**src/rtl/npc_pkg.sv**
```systemverilog
package npc_pkg;
  localparam int CLS_W = 4;
  typedef logic [CLS_W-1:0] cls_t;

  localparam cls_t CLS_JCC  = 4'h7;
  localparam cls_t CLS_JMP  = 4'h8;
  localparam cls_t CLS_CALL = 4'h9;
  localparam cls_t CLS_RET  = 4'hA;

  typedef enum logic [1:0] {
    SRC_PRED   = 2'd0,
    SRC_MISP   = 2'd1,
    SRC_RETURN = 2'd2
  } fetch_src_e;

  function automatic logic takes_imm(input cls_t c);
    return (c == CLS_JCC) || (c == CLS_JMP) || (c == CLS_CALL);
  endfunction
endpackage

```
**src/rtl/npc_static_pred.sv**
```systemverilog
module npc_static_pred
  import npc_pkg::*;
#(
  parameter int ADDR_W = 64
) (
  input  cls_t              cls,
  input  logic [ADDR_W-1:0] inc_pc,
  input  logic [ADDR_W-1:0] imm,
  output logic [ADDR_W-1:0] guess
);
  always_comb begin
    unique case (cls)
      CLS_JCC, CLS_JMP, CLS_CALL: guess = imm;
      default:                    guess = inc_pc;
    endcase
  end
endmodule

```
**src/rtl/npc_redirect.sv**
```systemverilog
module npc_redirect
  import npc_pkg::*;
#(
  parameter int ADDR_W = 64
) (
  input  cls_t              m_cls,
  input  logic              m_taken,
  input  logic [ADDR_W-1:0] m_alt_pc,
  input  cls_t              w_cls,
  input  logic [ADDR_W-1:0] w_load,
  input  logic [ADDR_W-1:0] pred_q,
  output logic [ADDR_W-1:0] fetch_pc
);
  fetch_src_e src;

  always_comb begin
    if (m_cls == CLS_JCC && !m_taken) src = SRC_MISP;
    else if (w_cls == CLS_RET)        src = SRC_RETURN;
    else                              src = SRC_PRED;
  end

  always_comb begin
    unique case (src)
      SRC_MISP:   fetch_pc = m_alt_pc;
      SRC_RETURN: fetch_pc = w_load;
      default:    fetch_pc = pred_q;
    endcase
  end
endmodule

```
**src/rtl/npc_pc_reg.sv**
```systemverilog
module npc_pc_reg #(
  parameter int ADDR_W = 64
) (
  input  logic              clk,
  input  logic              rst_n,
  input  logic              hold,
  input  logic [ADDR_W-1:0] d,
  output logic [ADDR_W-1:0] q
);
  always_ff @(posedge clk or negedge rst_n) begin
    if (!rst_n)    q <= '0;
    else if (!hold) q <= d;
  end
endmodule

```
**src/rtl/npc_unit.sv**
```systemverilog
module npc_unit
  import npc_pkg::*;
#(
  parameter int ADDR_W = 64
) (
  input  logic              clk,
  input  logic              rst_n,
  input  logic              stall_f,
  input  logic [3:0]        f_cls,
  input  logic [ADDR_W-1:0] f_inc_pc,
  input  logic [ADDR_W-1:0] f_imm,
  input  logic [3:0]        m_cls,
  input  logic              m_taken,
  input  logic [ADDR_W-1:0] m_alt_pc,
  input  logic [3:0]        w_cls,
  input  logic [ADDR_W-1:0] w_load,
  output logic [ADDR_W-1:0] fetch_pc,
  output logic [ADDR_W-1:0] pred_pc
);
  logic [ADDR_W-1:0] pred_q;

  npc_static_pred #(.ADDR_W(ADDR_W)) u_pred (
    .cls    (f_cls),
    .inc_pc (f_inc_pc),
    .imm    (f_imm),
    .guess  (pred_pc)
  );

  npc_pc_reg #(.ADDR_W(ADDR_W)) u_reg (
    .clk   (clk),
    .rst_n (rst_n),
    .hold  (stall_f),
    .d     (pred_pc),
    .q     (pred_q)
  );

  npc_redirect #(.ADDR_W(ADDR_W)) u_sel (
    .m_cls    (m_cls),
    .m_taken  (m_taken),
    .m_alt_pc (m_alt_pc),
    .w_cls    (w_cls),
    .w_load   (w_load),
    .pred_q   (pred_q),
    .fetch_pc (fetch_pc)
  );
endmodule

```
**config.mk**
```make
export PLATFORM = sky130hd
export DESIGN_NAME = npc_unit
export DESIGN_NICKNAME = d
export VERILOG_FILES = /design/src/rtl/npc_pkg.sv /design/src/rtl/npc_static_pred.sv /design/src/rtl/npc_redirect.sv /design/src/rtl/npc_pc_reg.sv /design/src/rtl/npc_unit.sv
export SDC_FILE = /design/constraint.sdc
export NUM_CORES = 1
export LEC_CHECK = 0
export ABC_AREA = 1
export BUFFER_PORTS_ARGS = -buffer_cell sky130_fd_sc_hd__buf_2
export CAP_MARGIN = 25
export CELL_PAD_IN_SITES_DETAIL_PLACEMENT = 1
export CELL_PAD_IN_SITES_GLOBAL_PLACEMENT = 1
export CORE_AREA = 2 2 157 159
export DETAILED_ROUTE_END_ITERATION = 8
export DIE_AREA = 0 0 159 161
export GPL_TIMING_DRIVEN = 1
export PLACE_DENSITY = 0.85
export SYNTH_ARGS = -nofsm -noshare
export SYNTH_HDL_FRONTEND = slang
export SYNTH_HIERARCHICAL = 1
export SYNTH_SLANG_ARGS = --single-unit
```
**constraint.sdc**
```tcl
create_clock -name clk -period 0.8 [get_ports clk]
set_input_delay 0.04 -clock clk [delete_from_list [all_inputs] [get_ports clk]]
set_output_delay 0.04 -clock clk [all_outputs]
set_load 0.05 [all_outputs]
```
==> impl_metrics.csv, run 1 <==
group,metric,value,unit
outcome,status,"finished, violations left",
outcome,failed_checks,"negative setup slack",
timing,slew-limit-headroom,77.2,%
logic_synthesis,synth_compound_area_share,0,%
pwr,power,19400,uW
worst_setup_path,start_kind,"input port",
timing,timing.hold.ws,63.4,ps
cts,clk_path_buf_depth,2,
placed_design,place_congestion,0.902,
finish,final_common_cell,"buf_2",
finish,final_cell_mix,"buf_2, nand2_1, nand3_4",
timing,rsz0062_at_grt,"yes",
timing,period_needed,1260,ps
die,die-area,25600,um2
global_routing,grt_antenna_before_repair,2,
die,die_y,161,um
logic_synthesis,yosys_warnings,6,
route,drt-total-wl,47.7,mm
timing,fin_ws,-460,ps
route,wl_per_cell,29.6,um
global_routing,grt_pass1_wl,56.5,mm
cts,clock-sinks,64,
logic_synthesis,synthXorXnorAreaFrac,0,%
worst_setup_path,end_kind,"output port",
pwr,pwr-share-seq,20.6,%
pwr,power_density,1360,nW/um2
logic_synthesis,ys_seq_area_share,30.2,%
logic_synthesis,synth_cell_types,15,
timing,finalMaxSlewViolations,0,
worst_setup_path,cp-startpoint,"m_cls[1]",
cts,clk_latency,330,ps
logic_synthesis,synthMuxAreaShare,0,%
finish,synthToLayoutAreaGrowth,169,%
finish,reg_top3,"u_reg/q: 64 flops",
pwr,max-vdd-ir-drop,0.000895,V
worst_setup_path,cp_data_required_time,760,ps
cts,h-tree-depth,3,
route,drc,0,
worst_setup_path,worstPathArrival,1220,ps
pwr,switching_share,43.4,%
cts,cts_tree,"yes",
route,first_iter_violations,464,
placed_design,port_buffers,399,
die,rows,57,
logic_synthesis,synthSimpleGateAreaFrac,57.5,%
pwr,leakagePower,0.00701,uW
pwr,pwr-share-comb,56.8,%
pwr,power.share.clock,22.6,%
logic_synthesis,synth-adder-area-share,0,%
logic_synthesis,synth_nets,1071,
pwr,p_int,11000,uW
worst_setup_path,crit_path_max_fanout,29,
logic_synthesis,synth_top_family_by_area,"simple AND/OR/NAND/NOR gates",
logic_synthesis,syn_avg_cell_area,6.63,um2
finish,final_net_count,1552,
placed_design,hpwlAfterDp,22.2,mm
finish,final_util,59.5,%
worst_setup_path,r2r_cells,4,
logic_synthesis,synth-seq-cells,64,
min_path,min_path_type,"input port to flip-flop",
finish,drive_above_1_share,77.5,%
timing,worstMarginPinSlew,341,ps
logic_synthesis,netlist_area,5300,um2
finish,finalNonFillerCells,1611,
route,viasPerCell,5.45,
cts,path_clk_slew,50,ps
cts,numCtsBuffers,9,
timing,hold_violations,0,
run,drv_cap,0,
route,num_vias,8776,
finish,largest_reg_flops,64,
timing,skew,0,ps
die,initial_core_util,22.1,%
die,die_w,159,um
placed_design,post-place-cells,1523,
logic_synthesis,synthCells,799,
die,fp.coreArea,24000,um2
worst_setup_path,rr_endpoint,"u_reg/q[28]",
global_routing,track_usage,29.0,%
worst_setup_path,reg2reg_slack,-120,ps
global_routing,grt-ovfl-total,0,
pwr,p_sw,8420,uW
die,pin_count,400,
worst_setup_path,r2r_start,"u_reg/q[28]",
min_path,hold_start,"f_imm[43]",
global_routing,first_global_vias,9366,
finish,top_register,"u_reg/q",
route,dr.pass1.iters,6,
worst_setup_path,cp-endpoint,"fetch_pc[35]",
placed_design,pre_cts_ws,-573,ps
cts,clockRootBuffer,"clkbuf_16",
worst_setup_path,path_class,"input port to output port",
timing,period_share,157,%
global_routing,grt_max_degree,65,
timing,setup-violations-final,192,
timing,max_freq,794,MHz
route,antenna_left,0,
[worst min-delay path by stage]
| stage | to | cells past startpoint |
|---|---|---|
| final | u_reg/q[43] | 5 |
| after global routing | u_reg/q[31] | 5 |
| after CTS | u_reg/q[27] | 5 |
| after detailed placement | u_reg/q[43] | 2 |
| after global placement | u_reg/q[44] | 2 |
| after floorplan | u_reg/q[0] | 0 |
[synthesized netlist by cell type, drive strengths merged]
| master | n | area (um2) |
|---|---|---|
| buf | 67 | 544 |
| clkbuf | 6 | 82.6 |
| dfrtp | 64 | 1600 |
| inv | 7 | 26.3 |
| nand2 | 329 | 1260 |
| nand3 | 320 | 1750 |
| nor2 | 6 | 37.5 |
[worst max-delay path: stages]
cell	delay, ps
buf_8	90
nand2_8	50
nor2_4	130
buf_12	190
buf_12	210
nand3_1	190
nand3_4	140
buf_8	150
[through the flow]
step                TNS [ps]  area [um2]
global placement      -85200        9660
floorplan             -15320        7040
finish                -58540       14300
CTS                   -44010       12400
global route          -60710       14300
detailed placement    -90520        9660
[power by group through the flow]
stage               Clock [uW]  Combinational, uW  Sequential [uW]
global placement             0               7220             3930
detailed placement           0               7380             3930
global route              4580              11300             4030
floorplan                    0               5020             3860
CTS                       4460               9400             3910
finish                    4370              11000             4000
[timing repair]
action,in CTS,in global routing
pin swaps,60,116
hold endpoints to repair,64,0
gates cloned,19,20
setup endpoints to repair,173,190
hold buffers,1,0
resized for setup,457,303
setup buffers,22,29
[layout make-up]
cell class	instances	area (um2)
inverter	7	38.8
antenna	2	5.00
fill	2544	9710
multi-input combinational	658	6240
clock buffer	11	243
clock inverter	5	80.1
timing repair buffer	540	5640
sequential	64	1600
tap	324	405
[kinds of logic (layout without fill, tap and decap cells)]
| family | after synthesis | count (layout) |
|---|---|---|
| other | 0 | 2 |
| buffers and inverters | 80 | 563 |
| DFF | 64 | 64 |
| and+or+nand+nor | 655 | 658 |
[per-layer routing]
layer	track usage [%]	vias up	part of all wire, %
li1	-	3657	-
met1	30.2	4282	33
met4	16.5	0	8.0
met5	0	-	0
met3	7.06	234	6.7
met2	53.6	603	52
(Power assumes the default switching activity.)
==> run 2, diff against run 1 <==
Settings changed: SETUP_SLACK_MARGIN set to 0.1.
==> run 2 against run 1 <==
Effect of this change: the flow still finishes with violations (negative setup slack); cell area increased by 14%; die area unchanged; global-route usage increased by 3.5 points; first-iteration DRC count increased by 36%; critical path type unchanged; critical endpoint is now fetch_pc[16].
==> impl_metrics.csv, run 2 (same netlist as run 1, synthesis figures left out) <==
group,metric,value,unit
outcome,failed_checks,"negative setup slack",
timing,hold_violations,0,
cts,numCtsBuffers,9,
worst_setup_path,path_class,"input port to output port",
timing,worstMarginPinSlew,331,ps
finish,finalNonFillerCells,1672,
route,first_iter_violations,630,
placed_design,dpl_cell_area,10400,um2
pwr,max-vdd-ir-drop,0.000815,V
finish,final_cell_mix,"buf_2, nand3_4, buf_8",
pwr,power_density,1260,nW/um2
timing,period_share,161,%
timing,max_freq,777,MHz
timing,rsz0062_at_grt,"yes",
die,die_y,161,um
global_routing,grt_pass1_wl,62.8,mm
global_routing,grt_max_degree,34,
placed_design,hpwlAfterDp,22.9,mm
die,fp.coreArea,24000,um2
die,initial_core_util,22.1,%
worst_setup_path,reg2reg_slack,-80,ps
route,viasPerCell,5.63,
placed_design,place_congestion,0.817,
route,antenna_left,0,
placed_design,post-place-cells,1539,
cts,clk_path_buf_depth,2,
worst_setup_path,worstPathArrival,1250,ps
cts,clock-sinks,64,
finish,final_net_count,1614,
worst_setup_path,end_kind,"output port",
global_routing,grt_antenna_before_repair,3,
timing,period_needed,1290,ps
outcome,status,"finished, violations left",
min_path,hold_start,"f_imm[29]",
route,drt-total-wl,54.9,mm
timing,finalMaxSlewViolations,0,
finish,reg_top3,"u_reg/q: 64 flops",
route,num_vias,9407,
worst_setup_path,crit_path_max_fanout,15,
die,rows,57,
placed_design,pre_cts_ws,-592,ps
finish,final_area,16300,um2
timing,setup-violations-final,192,
min_path,hold_path_end,"u_reg/q[29]",
die,die-area,25600,um2
route,wl_per_cell,32.9,um
worst_setup_path,r2r_cells,3,
die,pin_count,400,
global_routing,use_met3,6.01,%
die,die_w,159,um
route,dr.pass1.iters,5,
timing,slew-limit-headroom,77.9,%
run,drv_cap,0,
global_routing,busiest_layer,"met2",
worst_setup_path,r2r_start,"u_reg/q[61]",
global_routing,first_global_vias,10000,
worst_setup_path,cp_data_required_time,760,ps
worst_setup_path,start_kind,"input port",
worst_setup_path,rr_endpoint,"u_reg/q[61]",
timing,fin_tns_setup,-61300,ps
finish,largest_reg_flops,64,
finish,synthToLayoutAreaGrowth,207,%
route,drc,0,
finish,drive_above_1_share,85.7,%
global_routing,grt-ovfl-total,0,
min_path,whs_path_depth,5,
pwr,leakagePower,0.00780,uW
timing,skew,0,ps
finish,top_register,"u_reg/q",
finish,final_common_cell,"buf_2",
global_routing,grt_use_met2,62.9,%
cts,path_clk_slew,50,ps
placed_design,port_buffers,399,
timing,fin_ws,-487,ps
global_routing,track_usage,32.5,%
cts,cts_tree,"yes",
min_path,min_path_type,"input port to flip-flop",
cts,clockRootBuffer,"clkbuf_16",
global_routing,use_met1,32.4,%
cts,clk_latency,340,ps
cts,h-tree-depth,3,
[run 2: layout make-up]
class / count / area (um2)
Multi-Input combinational cell: 656 / 7190
Fill cell: 2346 / 7680
Antenna cell: 4 / 10.0
Tap cell: 324 / 405
Clock buffer: 13 / 280
Sequential cell: 64 / 1600
Timing Repair Buffer: 604 / 6740
Inverter: 7 / 43.8
[run 2: worst max path at each step]
stage | startpoint | end | slack, ps | cells after the start
2_1_floorplan | f_cls[2] | u_reg/q[0] | -140 | 9
3_3_place_gp | m_cls[1] | fetch_pc[11] | -550 | 8
3_5_place_dp | m_cls[0] | fetch_pc[31] | -590 | 8
4_1_cts | f_cls[2] | pred_pc[63] | -420 | 10
5_1_grt | m_cls[1] | fetch_pc[35] | -510 | 10
6_report | m_cls[1] | fetch_pc[16] | -490 | 10
[run 2: worst max-delay path, cell delays in order]
cell and delay [ps]:
buf_8 90, nand2_8 50, nor2_4 150, buf_12 130, nand2_8 60, buf_12 160, buf_16 170, nand3_2 110
nand3_4 100, buf_12 160
[run 2: what timing repair did]
action                                  4_1_cts  5_1_grt
setup buffers                                34       57
hold buffers                                  1        0
pin swaps                                    37      177
endpoints found under the setup margin      192      192
gates cloned                                 25       19
hold endpoints to repair                     64        0
resized for setup                           562      395
[run 2: metal layers]
layer | up-vias | wire (um)
met3 | 291 | 3630
li1 | 3788 | -
met5 | - | 0
met2 | 705 | 28900
met4 | 0 | 4660
met1 | 4623 | 17700
[run 2: where the power goes]
| group | internal (uW) | switching, uW | leakage (uW) |
|---|---|---|---|
| registers | 3600 | 426 | 0.000786 |
| clock network | 2390 | 1540 | 0.000140 |
| logic | 5340 | 7150 | 0.00688 |
[run 2: per-stage QoR]
stage | power [uW] | hold WS (ps) | util (%)
finish | 20500 | 71.1 | 67.9
global route | 20900 | 77.2 | 67.9
CTS | 18000 | 41.3 | 58.0
detailed placement | 11700 | -87.2 | 43.3
global placement | 11500 | -86.1 | 43.3
floorplan | 9200 | -256 | -
